## config.mk

```make
export PLATFORM = sky130hd
export DESIGN_NAME = mbs_top
export DESIGN_NICKNAME = d
export VERILOG_FILES = /design/src/rtl/mbs_pkg.sv /design/src/rtl/mbs_fsm.sv /design/src/rtl/mbs_cap.sv /design/src/rtl/mbs_pins.sv /design/src/rtl/mbs_top.sv
export SDC_FILE = /design/constraint.sdc
export NUM_CORES = 1
export LEC_CHECK = 0
export BUFFER_PORTS_ARGS = -buffer_cell sky130_fd_sc_hd__buf_4
export CAP_MARGIN = 15
export CORE_MARGIN = 2
export CORE_UTILIZATION = 45
export DETAILED_ROUTE_END_ITERATION = 10
export GPL_TIMING_DRIVEN = 0
export PLACE_DENSITY_LB_ADDON = 0.2
export RECOVER_POWER = 50
export SYNTH_ARGS = -nofsm -noshare
export SYNTH_HDL_FRONTEND = slang
export SYNTH_SLANG_ARGS = --single-unit
```

## constraint.sdc

```tcl
create_clock -name clk -period 2 [get_ports clk]
set_input_delay 0 -clock clk [delete_from_list [all_inputs] [get_ports clk]]
set_output_delay 0 -clock clk [all_outputs]
set_load 0.02 [all_outputs]
```

## src/rtl/mbs_pkg.sv

```systemverilog
package mbs_pkg;
  typedef enum logic [2:0] {
    K_FETCH = 3'd0,
    K_MRD   = 3'd1,
    K_MWR   = 3'd2,
    K_IORD  = 3'd3,
    K_IOWR  = 3'd4
  } kind_e;

  typedef enum logic [2:0] {
    S_IDLE, S_PA, S_PB, S_PC, S_HOLD, S_REL, S_HALT
  } st_e;

  function automatic logic kind_is_wr(kind_e k);
    return (k == K_MWR) || (k == K_IOWR);
  endfunction

  function automatic logic kind_is_io(kind_e k);
    return (k == K_IORD) || (k == K_IOWR);
  endfunction

  function automatic logic [1:0] kind_stat(kind_e k);
    logic [1:0] s;
    case (k)
      K_FETCH:        s = 2'b11;
      K_MWR, K_IOWR:  s = 2'b01;
      default:        s = 2'b10;
    endcase
    return s;
  endfunction
endpackage

```

## src/rtl/mbs_fsm.sv

```systemverilog
module mbs_fsm
  import mbs_pkg::*;
(
  input  logic clk,
  input  logic rst_n,
  input  logic req_valid,
  input  logic core_halt,
  input  logic hold_req,
  input  logic bus_ready,
  output st_e  st,
  output logic req_ready,
  output logic accept,
  output logic done,
  output logic hold_ack
);
  st_e st_nx;

  assign req_ready = (st == S_IDLE) && !hold_req && !core_halt;
  assign accept    = req_ready && req_valid;
  assign done      = (st == S_PC) && bus_ready;
  assign hold_ack  = (st == S_HOLD);

  always_comb begin
    st_nx = st;
    case (st)
      S_IDLE: begin
        if (hold_req)       st_nx = S_HOLD;
        else if (core_halt) st_nx = S_HALT;
        else if (req_valid) st_nx = S_PA;
      end
      S_PA:   st_nx = S_PB;
      S_PB:   st_nx = S_PC;
      S_PC:   if (bus_ready) st_nx = S_IDLE;
      S_HOLD: if (!hold_req) st_nx = S_REL;
      S_REL:  st_nx = S_IDLE;
      S_HALT: begin
        if (hold_req)        st_nx = S_HOLD;
        else if (!core_halt) st_nx = S_IDLE;
      end
      default: st_nx = S_IDLE;
    endcase
  end

  always_ff @(posedge clk or negedge rst_n) begin
    if (!rst_n) st <= S_IDLE;
    else        st <= st_nx;
  end

  a_r8_no_cut_short: assert property (@(posedge clk) disable iff (!rst_n)
    (st == S_PB) |=> (st == S_PC));
  a_r5_wait_holds: assert property (@(posedge clk) disable iff (!rst_n)
    (st == S_PC && !bus_ready) |=> (st == S_PC));
  a_r7_ready_only_idle: assert property (@(posedge clk) disable iff (!rst_n)
    req_ready |-> (st == S_IDLE && !hold_req));
  a_r9_release_gap: assert property (@(posedge clk) disable iff (!rst_n)
    (st == S_HOLD && !hold_req) |=> (st == S_REL));
endmodule

```

## src/rtl/mbs_cap.sv

```systemverilog
module mbs_cap
  import mbs_pkg::*;
#(
  parameter int ADDR_W = 16,
  parameter int DATA_W = 8
) (
  input  logic              clk,
  input  logic              rst_n,
  input  logic              accept,
  input  logic              done,
  input  kind_e             req_kind,
  input  logic [ADDR_W-1:0] req_addr,
  input  logic [DATA_W-1:0] req_wdata,
  input  logic [DATA_W-1:0] ad_in,
  output kind_e             lat_kind,
  output logic [ADDR_W-1:0] lat_addr,
  output logic [DATA_W-1:0] lat_wdata,
  output logic [1:0]        stat_q,
  output logic              rsp_valid,
  output logic [DATA_W-1:0] rsp_data
);
  always_ff @(posedge clk or negedge rst_n) begin
    if (!rst_n) begin
      lat_kind  <= K_FETCH;
      lat_addr  <= '0;
      lat_wdata <= '0;
      stat_q    <= 2'b00;
      rsp_valid <= 1'b0;
      rsp_data  <= '0;
    end else begin
      rsp_valid <= done && !kind_is_wr(lat_kind);
      if (done && !kind_is_wr(lat_kind)) rsp_data <= ad_in;
      if (accept) begin
        lat_kind  <= req_kind;
        lat_addr  <= req_addr;
        lat_wdata <= req_wdata;
        stat_q    <= kind_stat(req_kind);
      end
    end
  end

  a_r6_single_pulse: assert property (@(posedge clk) disable iff (!rst_n)
    rsp_valid |=> !rsp_valid);
  a_r2_kind_held: assert property (@(posedge clk) disable iff (!rst_n)
    !accept |=> $stable(lat_kind) && $stable(stat_q));
endmodule

```

## src/rtl/mbs_pins.sv

```systemverilog
module mbs_pins
  import mbs_pkg::*;
#(
  parameter int ADDR_W = 16,
  parameter int DATA_W = 8
) (
  input  logic              clk,
  input  logic              rst_n,
  input  st_e               st,
  input  kind_e             lat_kind,
  input  logic [ADDR_W-1:0] lat_addr,
  input  logic [DATA_W-1:0] lat_wdata,
  input  logic [1:0]        stat_q,
  output logic [ADDR_W-DATA_W-1:0] addr_hi,
  output logic              addr_hi_oe,
  output logic [DATA_W-1:0] ad_out,
  output logic              ad_oe,
  output logic              ale,
  output logic              rd_n,
  output logic              wr_n,
  output logic              io_m,
  output logic              ctl_oe,
  output logic [1:0]        stat
);
  localparam int HI_W = ADDR_W - DATA_W;

  logic is_wr, is_io;
  assign is_wr = kind_is_wr(lat_kind);
  assign is_io = kind_is_io(lat_kind);

  always_comb begin
    addr_hi    = is_io ? HI_W'(lat_addr[DATA_W-1:0]) : lat_addr[ADDR_W-1:DATA_W];
    addr_hi_oe = 1'b1;
    ctl_oe     = 1'b1;
    ad_out     = lat_addr[DATA_W-1:0];
    ad_oe      = 1'b0;
    ale        = 1'b0;
    rd_n       = 1'b1;
    wr_n       = 1'b1;
    io_m       = is_io;
    stat       = stat_q;
    case (st)
      S_PA: begin
        ale   = 1'b1;
        ad_oe = 1'b1;
      end
      S_PB, S_PC: begin
        rd_n  = is_wr;
        wr_n  = !is_wr;
        ad_oe = is_wr;
        if (is_wr) ad_out = lat_wdata;
      end
      S_HOLD, S_REL, S_HALT: begin
        addr_hi_oe = 1'b0;
        ctl_oe     = 1'b0;
        if (st == S_HALT) stat = 2'b00;
      end
      default: ;
    endcase
  end

  a_r1_ale_with_addr: assert property (@(posedge clk) disable iff (!rst_n)
    ale |-> (ad_oe && addr_hi_oe && rd_n && wr_n));
  a_r4_one_strobe: assert property (@(posedge clk) disable iff (!rst_n)
    !(!rd_n && !wr_n));
  a_r4_read_floats: assert property (@(posedge clk) disable iff (!rst_n)
    !rd_n |-> !ad_oe);
  a_r4_wdata_steady: assert property (@(posedge clk) disable iff (!rst_n)
    (!wr_n && $past(!wr_n)) |-> ($stable(ad_out) && ad_oe));
  a_r8_hold_floats: assert property (@(posedge clk) disable iff (!rst_n)
    (st == S_HOLD) |-> (!ad_oe && !addr_hi_oe && !ctl_oe && !ale));
  a_r2_iom_steady: assert property (@(posedge clk) disable iff (!rst_n)
    (st == S_PB || st == S_PC) |-> $stable(io_m));
endmodule

```

## src/rtl/mbs_top.sv

```systemverilog
module mbs_top
  import mbs_pkg::*;
#(
  parameter int ADDR_W = 16,
  parameter int DATA_W = 8
) (
  input  logic              clk,
  input  logic              rst_n,
  input  logic              req_valid,
  output logic              req_ready,
  input  logic [2:0]        req_kind,
  input  logic [ADDR_W-1:0] req_addr,
  input  logic [DATA_W-1:0] req_wdata,
  output logic              rsp_valid,
  output logic [DATA_W-1:0] rsp_data,
  input  logic              core_halt,
  input  logic              bus_ready,
  input  logic              hold_req,
  output logic              hold_ack,
  output logic [ADDR_W-DATA_W-1:0] addr_hi,
  output logic              addr_hi_oe,
  output logic [DATA_W-1:0] ad_out,
  output logic              ad_oe,
  input  logic [DATA_W-1:0] ad_in,
  output logic              ale,
  output logic              rd_n,
  output logic              wr_n,
  output logic              io_m,
  output logic              ctl_oe,
  output logic [1:0]        stat
);
  st_e               st;
  logic              accept, done;
  kind_e             lat_kind;
  logic [ADDR_W-1:0] lat_addr;
  logic [DATA_W-1:0] lat_wdata;
  logic [1:0]        stat_q;

  mbs_fsm u_fsm (
    .clk(clk), .rst_n(rst_n), .req_valid(req_valid), .core_halt(core_halt),
    .hold_req(hold_req), .bus_ready(bus_ready), .st(st), .req_ready(req_ready),
    .accept(accept), .done(done), .hold_ack(hold_ack)
  );

  mbs_cap #(.ADDR_W(ADDR_W), .DATA_W(DATA_W)) u_cap (
    .clk(clk), .rst_n(rst_n), .accept(accept), .done(done),
    .req_kind(kind_e'(req_kind)), .req_addr(req_addr), .req_wdata(req_wdata),
    .ad_in(ad_in), .lat_kind(lat_kind), .lat_addr(lat_addr),
    .lat_wdata(lat_wdata), .stat_q(stat_q), .rsp_valid(rsp_valid),
    .rsp_data(rsp_data)
  );

  mbs_pins #(.ADDR_W(ADDR_W), .DATA_W(DATA_W)) u_pins (
    .clk(clk), .rst_n(rst_n), .st(st), .lat_kind(lat_kind),
    .lat_addr(lat_addr), .lat_wdata(lat_wdata), .stat_q(stat_q),
    .addr_hi(addr_hi), .addr_hi_oe(addr_hi_oe), .ad_out(ad_out), .ad_oe(ad_oe),
    .ale(ale), .rd_n(rd_n), .wr_n(wr_n), .io_m(io_m), .ctl_oe(ctl_oe),
    .stat(stat)
  );

  a_r6_no_write_resp: assert property (@(posedge clk) disable iff (!rst_n)
    (done && !wr_n) |=> !rsp_valid);
endmodule

```

==> results of run 1 <==
==> report_power, final <==
part	internal, mW	switching (mW)
clock	0.273	0.266
sequential	1.22	0.257
combinational	1.23	1.16
==> cells by family (layout without fill, tap and decap cells) <==
kind of cell,after synthesis,count (layout),share of synthesized area
buffers and inverters,12,131,0.0391
XOR/XNOR,2,2,0.00884
flip-flops,41,41,0.518
AO/OA/AOI/OAI,14,14,0.0505
multiplexers,53,53,0.316
AND/OR/NAND/NOR,24,24,0.0682
==> routing by layer <==
layer,track usage,vias up
met2,0.366,54
met3,0.0534,17
met4,0.0705,0
li1,-,749
met1,0.237,758
met5,0,-
==> state kept, by name, indices dropped and copies added, names as in the netlist <==
signal / flops
u_cap.rsp_data: 8
u_cap.stat_q: 2
u_fsm.st: 3
u_cap.rsp_valid: 1
u_cap.lat_kind: 3
u_cap.lat_wdata: 8
u_cap.lat_addr: 16
==> Yosys cell counts <==
library cell                instances
sky130_fd_sc_hd__dfrtp_1           41
sky130_fd_sc_hd__mux2_2            40
sky130_fd_sc_hd__mux2_4             8
sky130_fd_sc_hd__nor2_1             5
sky130_fd_sc_hd__a21oi_1            4
sky130_fd_sc_hd__inv_1              4
sky130_fd_sc_hd__mux2_1             4
sky130_fd_sc_hd__buf_6              3
sky130_fd_sc_hd__nand2_1            3
sky130_fd_sc_hd__nor2b_1            3
sky130_fd_sc_hd__buf_2              2
sky130_fd_sc_hd__buf_4              2
sky130_fd_sc_hd__nand2b_1           2
sky130_fd_sc_hd__nand3_1            2
sky130_fd_sc_hd__nor3_1             2
sky130_fd_sc_hd__o21ai_0            2
sky130_fd_sc_hd__xnor2_1            2
sky130_fd_sc_hd__a211oi_1           1
sky130_fd_sc_hd__a21boi_0           1
sky130_fd_sc_hd__a21o_1             1
sky130_fd_sc_hd__a21oi_2            1
sky130_fd_sc_hd__a221oi_1           1
sky130_fd_sc_hd__a22oi_1            1
sky130_fd_sc_hd__and2_1             1
sky130_fd_sc_hd__and2b_1            1
sky130_fd_sc_hd__and3b_1            1
sky130_fd_sc_hd__clkbuf_1           1
sky130_fd_sc_hd__mux2i_1            1
sky130_fd_sc_hd__nand3b_1           1
sky130_fd_sc_hd__nor3b_1            1
sky130_fd_sc_hd__o2111ai_2          1
sky130_fd_sc_hd__o21bai_1           1
sky130_fd_sc_hd__or3b_1             1
sky130_fd_sc_hd__or4_1              1
==> worst max path at each step <==
| stage | slack (ns) | startpoint | endpoint |
|---|---|---|---|
| 5_1_grt | 0.007 | u_fsm.st[1]$_DFFE_PN0P_ | ad_out[0] |
| 3_5_place_dp | 0.27 | u_fsm.st[0]$_DFFE_PN0P_ | u_cap.lat_kind[2]$_DFFE_PN0P_ |
| 3_3_place_gp | 0.33 | u_fsm.st[0]$_DFFE_PN0P_ | u_cap.lat_kind[2]$_DFFE_PN0P_ |
| 2_1_floorplan | 0.48 | u_fsm.st[0]$_DFFE_PN0P_ | u_cap.lat_addr[0]$_DFFE_PN0P_ |
| 4_1_cts | 0.05 | u_fsm.st[2]$_DFFE_PN0P_ | ad_out[5] |
| 6_report | 0.07 | u_fsm.st[1]$_DFFE_PN0P_ | ad_out[3] |
==> timing repair <==
| action | CTS | global route |
|---|---|---|
| endpoints found under the setup margin | 0 | 16 |
| hold buffers | 36 | 0 |
| gates resized for setup | 0 | 4 |
| hold endpoints to repair | 76 | 0 |
==> placed cells by master, fill, tap and decap left out, drive strengths merged, types with 2 or more instances in the layout <==
master,n
buf,71
dlygate4sd3,36
inv,4
nor2b,3
xnor2,2
dfrtp,41
nand3,2
nor2,5
nand2,3
mux2,52
nand2b,2
o21ai,2
nor3,2
a21oi,5
clkbuf,19
==> worst register-to-register path: stages, from the launching register on <==
cell,delay (ns)
sky130_fd_sc_hd__dfrtp_1,0.35
sky130_fd_sc_hd__clkbuf_1,0.32
sky130_fd_sc_hd__nor2_1,0.11
sky130_fd_sc_hd__nand3_1,0.15
sky130_fd_sc_hd__buf_4,0.24
sky130_fd_sc_hd__buf_6,0.20
sky130_fd_sc_hd__mux2_2,0.35
==> through the flow <==
step / total power [mW] / cells
4_1_cts: 4.46 / 317
2_1_floorplan: 2.95 / 146
5_1_grt: 4.68 / 317
6_report: 4.41 / 317
3_3_place_gp: 3.76 / 274
3_5_place_dp: 3.85 / 274
==> cell type report <==
cell class                 count  area, sq um
sequential                    41         1030
inverter                       4         15.0
buffer                         8         61.3
clock inverter                 1         7.51
fill                         328         1250
timing repair buffer         112          891
clock buffer                   6         82.6
tap                           52         65.1
multi-input combinational     93          895
==> results.sh, run 1 <==
export IMPL_initial_antenna_violation_count=0
export IMPL_route_vias_total=1578
export IMPL_synthDistinctLibCells=34
export IMPL_worst_slack_ns=0.0720
export IMPL_grt_pass1_vias=1712
export IMPL_num_io_pins=77
export IMPL_setup_tns_ns=0
export IMPL_critical_path_max_fanout=10
export IMPL_dieHeight_microns=70.4
export IMPL_worst_path_buf_inv=2
export IMPL_clockRootBuffer="sky130_fd_sc_hd__clkbuf_8"
export IMPL_finalWirelength_microns=4840
export IMPL_final_max_slew_viol_count=0
export IMPL_r2r_end="u_cap.lat_addr[4]$_DFFE_PN0P_"
export IMPL_slack_of_the_worst_reg_to_reg_path_ns=0.17
export IMPL_globalRoute_totalOverflow=0
export IMPL_fin_hold_ws_ns=0.0101
export IMPL_seq_area_frac_synth=0.518
export IMPL_area_growth_synth_to_final_pct=53.6
export IMPL_antennaDiodeCount=0
export IMPL_clock_tree_buffer_depth=2
export IMPL_post_cts_setup_buffers=0
export IMPL_worst_endpoint_required_ns=2.00
export IMPL_yosys_warnings=0
export IMPL_maxCapViolations=0
export IMPL_place_ws_ns=0.267
export IMPL_maximum_number_of_pins_on_one_net_before_global_route_repair=42
export IMPL_gpl_final_weighted_congestion=0.789
export IMPL_final_util=0.709
export IMPL_syn_avg_cell_area_sq_um=13.6
export IMPL_final_hold_violation_count=0
export IMPL_clock_tree_htree_level_count=2
export IMPL_critical_path_class="reg2out"
export IMPL_worst_setup_hold_path_clk_slew_ns=0.07
export IMPL_met2_wirelength_microns=2590
export IMPL_worst_r2r_path_depth=6
export IMPL_initial_core_util=0.462
export IMPL_post_route_cells_drive_above_1_share=0.498
export IMPL_port_buffer_count=76
export IMPL_reg2reg_from="u_fsm.st[2]$_DFFE_PN0P_"
export IMPL_clock_skew_final_ns=0.00738
export IMPL_design_final_nets=306
export IMPL_crit_path_top_delay_cell="sky130_fd_sc_hd__dfrtp_1"
export IMPL_detail_route_antenna_nets=0
export IMPL_pwr_density_cell_nw_per_um2=1450
export IMPL_detailed_place_hpwl_microns=3190
export IMPL_fmax_ghz=0.519
export IMPL_placed_area_sq_um=2620
export IMPL_setup_violations_final=0
export IMPL_uppermost_signal_routing_layer_after_detailed_routing="met4"
export IMPL_worstSetupStartpointType="flop"
export IMPL_max_stage_delay_ns=0.42
export IMPL_timing_worst_slew_pin_value_ns=0.997
export IMPL_yosys_area_top_type_share=0.518
export IMPL_timing_max_slew_rel_slack=0.335
export IMPL_holdCritStartpoint="hold_req"
export IMPL_postSynthRegisterBits=41
export IMPL_route_detailed_wl_per_inst_microns=15.3
export IMPL_rsz_0062_raised_after_global_routing="false"
export IMPL_clock_latency_ns=0.29
export IMPL_worst_hold_path_endpoint="u_fsm.st[0]$_DFFE_PN0P_"
export IMPL_routed_wl_met3_microns=251
export IMPL_synth_area_sq_um=1980
export IMPL_worst_ep_arrival_time_ns=1.93
export IMPL_post_route_min_period_ns=1.93
export IMPL_critical_path_endpoint_type="output pin"
export IMPL_timing_hold_worst_path_depth=3
export IMPL_design_core_area_sq_um=4290
export IMPL_route_detailed_vias_per_inst=4.98
export IMPL_tritoncts="built"
export IMPL_detail_route_iter0_violations=103
export IMPL_power_ir_vdd_worst_v=0.000860
export IMPL_synthTopCellsByArea="sky130_fd_sc_hd__dfrtp_1 52%, sky130_fd_sc_hd__mux2_2 23%, sky130_fd_sc_hd__mux2_4 6.1%"
export IMPL_post_route_drc_count=0
export IMPL_leakage_nw=1.48
export IMPL_outcome="finished, final reports clean"
export IMPL_routed_met1_length_microns=1890
export IMPL_clock_sinks=41
export IMPL_postSynthCellCount=146
export IMPL_critical_path_depth=5
export IMPL_cts_buf_count=5
export IMPL_track_usage=0.205
export IMPL_first_pass_iteration_count_of_the_detailed_router=4
export IMPL_worst_path_dominant_cell_family="simple AND/OR/NAND/NOR gates"
export IMPL_num_rows=24
export IMPL_total_nets_after_synthesis=187
export IMPL_die_area_sq_um=4950
export IMPL_synth_area_leader_cell="sky130_fd_sc_hd__dfrtp_1"
export IMPL_hold_path_class="in2reg"
export IMPL_die_width_microns=70.4
export IMPL_final_period_utilization=0.964
export IMPL_crit_path_cell_trace="and2b_2 > or3b_1 > buf_6 > mux2_4 > buf_4"
export IMPL_grt_first_pass_wirelength_microns=7880
export IMPL_design_area_sq_um=3040
No activity file was read; power rests on OpenSTA's default activity.
==> run 2: changes to the inputs <==
--- a/config.mk
+++ b/config.mk
@@ -7,8 +7,10 @@
 export LEC_CHECK = 0
 export BUFFER_PORTS_ARGS = -buffer_cell sky130_fd_sc_hd__buf_4
 export CAP_MARGIN = 15
+export CELL_PAD_IN_SITES_DETAIL_PLACEMENT = 0
+export CELL_PAD_IN_SITES_GLOBAL_PLACEMENT = 1
 export CORE_MARGIN = 2
-export CORE_UTILIZATION = 45
+export CORE_UTILIZATION = 38
 export DETAILED_ROUTE_END_ITERATION = 10
 export GPL_TIMING_DRIVEN = 0
 export PLACE_DENSITY_LB_ADDON = 0.2
==> results.sh, run 2 (synthesized netlist as in run 1, its figures left out) <==
export IMPL_timing_worst_slew_pin_value_ns=1.02
export IMPL_final_period_utilization=0.954
export IMPL_leakage_nw=1.49
export IMPL_track_usage=0.172
export IMPL_route_vias_total=1596
export IMPL_largest_reg_flops=16
export IMPL_use_met3=0.0403
export IMPL_multiInputGateArea_sq_um=888
export IMPL_maxCapViolations=0
export IMPL_p_int_mw=2.74
export IMPL_worst_slack_ns=0.0910
export IMPL_worst_setup_hold_path_clk_slew_ns=0.07
export IMPL_final_max_slew_viol_count=0
export IMPL_power_frac_comb=0.539
export IMPL_dieHeight_microns=76.2
export IMPL_setup_tns_ns=0
export IMPL_initial_antenna_violation_count=0
export IMPL_worst_r2r_path_depth=3
export IMPL_detail_route_iter0_violations=66
export IMPL_gpl_final_weighted_congestion=0.772
export IMPL_critical_path_max_fanout=10
export IMPL_finalWirelength_microns=4810
export IMPL_die_area_sq_um=5810
export IMPL_fmax_ghz=0.524
export IMPL_final_hold_violation_count=0
export IMPL_port_buffer_count=76
export IMPL_post_route_min_period_ns=1.91
export IMPL_power_switching_share=0.380
export IMPL_critical_path_endpoint_type="output pin"
export IMPL_critical_path_class="reg2out"
export IMPL_hold_path_class="in2reg"
export IMPL_gr_usage_met2=0.315
export IMPL_pwr_density_cell_nw_per_um2=1440
export IMPL_clockRootBuffer="sky130_fd_sc_hd__clkbuf_8"
export IMPL_design_final_nets=307
export IMPL_clock_tree_htree_level_count=2
export IMPL_seq_power_share=0.329
export IMPL_rsz_0062_raised_after_global_routing="false"
export IMPL_worst_ep_arrival_time_ns=1.91
export IMPL_detail_route_antenna_nets=0
export IMPL_power_frac_clock=0.132
export IMPL_power_ir_vdd_worst_v=0.000909
export IMPL_grt_pass1_vias=1692
export IMPL_slack_of_the_worst_reg_to_reg_path_ns=0.17
export IMPL_design_core_area_sq_um=5070
export IMPL_timing_hold_worst_path_depth=3
export IMPL_timing_max_slew_rel_slack=0.321
export IMPL_holdCritStartpoint="bus_ready"
export IMPL_most_common_layout_cells="64 x sky130_fd_sc_hd__buf_4, 40 x sky130_fd_sc_hd__mux2_2, 40 x sky130_fd_sc_hd__dfrtp_1, 36 x sky130_fd_sc_hd__dlygate4sd3_1, 15 x sky130_fd_sc_hd__clkbuf_1"
export IMPL_power_switching_mw=1.68
export IMPL_maximum_number_of_pins_on_one_net_before_global_route_repair=42
export IMPL_num_rows=26
export IMPL_gr_met1_demand_resource=0.200
export IMPL_reg2reg_from="u_cap.lat_kind[1]$_DFFE_PN0P_"
export IMPL_busiest_layer="met2"
export IMPL_cts_buf_count=5
export IMPL_clock_skew_final_ns=0.00467
export IMPL_area_growth_synth_to_final_pct=54.7
export IMPL_post_route_drc_count=0
export IMPL_grt_first_pass_wirelength_microns=7990
export IMPL_route_detailed_wl_per_inst_microns=14.3
export IMPL_place_ws_ns=0.310
export IMPL_worstSetupStartpointType="flop"
export IMPL_clock_tree_buffer_depth=2
export IMPL_r2r_end="u_cap.rsp_data[5]$_DFFE_PN0P_"
export IMPL_tritoncts="built"
export IMPL_num_io_pins=77
export IMPL_clock_latency_ns=0.28
export IMPL_worst_endpoint_required_ns=2.00
export IMPL_post_route_cells_drive_above_1_share=0.487
export IMPL_worst_hold_path_endpoint="u_fsm.st[1]$_DFFE_PN0P_"
export IMPL_globalRoute_totalOverflow=0
export IMPL_antennaDiodeCount=0
export IMPL_regMostFlops="u_cap.lat_addr"
export IMPL_layout_commonest_cell="sky130_fd_sc_hd__buf_4"
export IMPL_setup_violations_final=0
export IMPL_first_pass_iteration_count_of_the_detailed_router=4
export IMPL_n_fill_cell=445
export IMPL_clock_sinks=41
export IMPL_biggestRegsByFlops="u_cap.lat_addr x16, u_cap.lat_wdata x8, u_cap.rsp_data x8"
export IMPL_outcome="finished, final reports clean"
export IMPL_initial_core_util=0.391
export IMPL_register_area_sq_um=1030
export IMPL_detailed_place_hpwl_microns=3370
export IMPL_die_width_microns=76.2
export IMPL_route_detailed_vias_per_inst=4.74
[run 2: critical path, stage by stage (launching register included)]
cell                      delay, ns
sky130_fd_sc_hd__dfrtp_1       0.38
sky130_fd_sc_hd__and2b_2       0.24
sky130_fd_sc_hd__or3b_1        0.36
sky130_fd_sc_hd__buf_6         0.18
sky130_fd_sc_hd__mux2_4        0.31
sky130_fd_sc_hd__buf_4         0.16
[run 2: metal layers]
layer	up-vias	share of wire
met3	6	0.047
met2	47	0.55
met4	0	0.010
met1	792	0.40
met5	-	0
li1	751	-
[run 2: worst max path at each step]
stage / startpoint / to / slack [ns] / cells past startpoint
detailed placement: u_fsm.st[0]$_DFFE_PN0P_ / u_cap.lat_kind[2]$_DFFE_PN0P_ / 0.31 / 6
global route: u_cap.lat_kind[1]$_DFFE_PN0P_ / ad_out[3] / 0.02 / 5
floorplan: u_fsm.st[0]$_DFFE_PN0P_ / u_cap.lat_addr[0]$_DFFE_PN0P_ / 0.48 / 6
finish: u_fsm.st[2]$_DFFE_PN0P_ / ad_out[2] / 0.09 / 5
global placement: u_fsm.st[0]$_DFFE_PN0P_ / u_cap.lat_addr[15]$_DFFE_PN0P_ / 0.34 / 6
CTS: u_cap.lat_kind[0]$_DFFE_PN0P_ / addr_hi[5] / 0.01 / 4
[run 2: repair_timing]
action / in CTS / in global routing
buffers inserted: 0 / 1
hold endpoints to repair: 77 / 0
setup endpoints to repair: 0 / 16
hold buffers: 36 / 0
resized for setup: 0 / 4
[run 2: stage by stage]
| step | total power, mW | std cells | hold slack (ns) | instance area, sq um | utilization |
|---|---|---|---|---|---|
| floorplan | 2.95 | 146 | -0.296 | 1980 | - |
| global placement | 3.77 | 292 | 0.00498 | 2640 | 0.520 |
| detailed placement | 3.86 | 292 | 0.0138 | 2640 | 0.520 |
| CTS | 4.52 | 336 | 0.0222 | 3100 | 0.611 |
| global route | 4.71 | 337 | 0.0478 | 3070 | 0.604 |
| finish | 4.42 | 337 | 0.0263 | 3070 | 0.604 |
[run 2: power groups by stage]
stage / registers (mW) / logic (mW) / clock network (mW)
after floorplan: 1.47 / 1.47 / 0
final: 1.45 / 2.38 / 0.584
after global routing: 1.51 / 2.56 / 0.644
after CTS: 1.46 / 2.45 / 0.606
after global placement: 1.44 / 2.34 / 0
after detailed placement: 1.48 / 2.39 / 0
[run 2: layout make-up]
type                    instances  area share
plain buffers                   8      0.0204
clock buffers                   7      0.0314
clock inverters                 1     0.00163
inverters                       4     0.00490
multi-input cells              93       0.290
flip-flops and latches         41       0.335
well taps                      70      0.0286
repair buffers                113       0.288
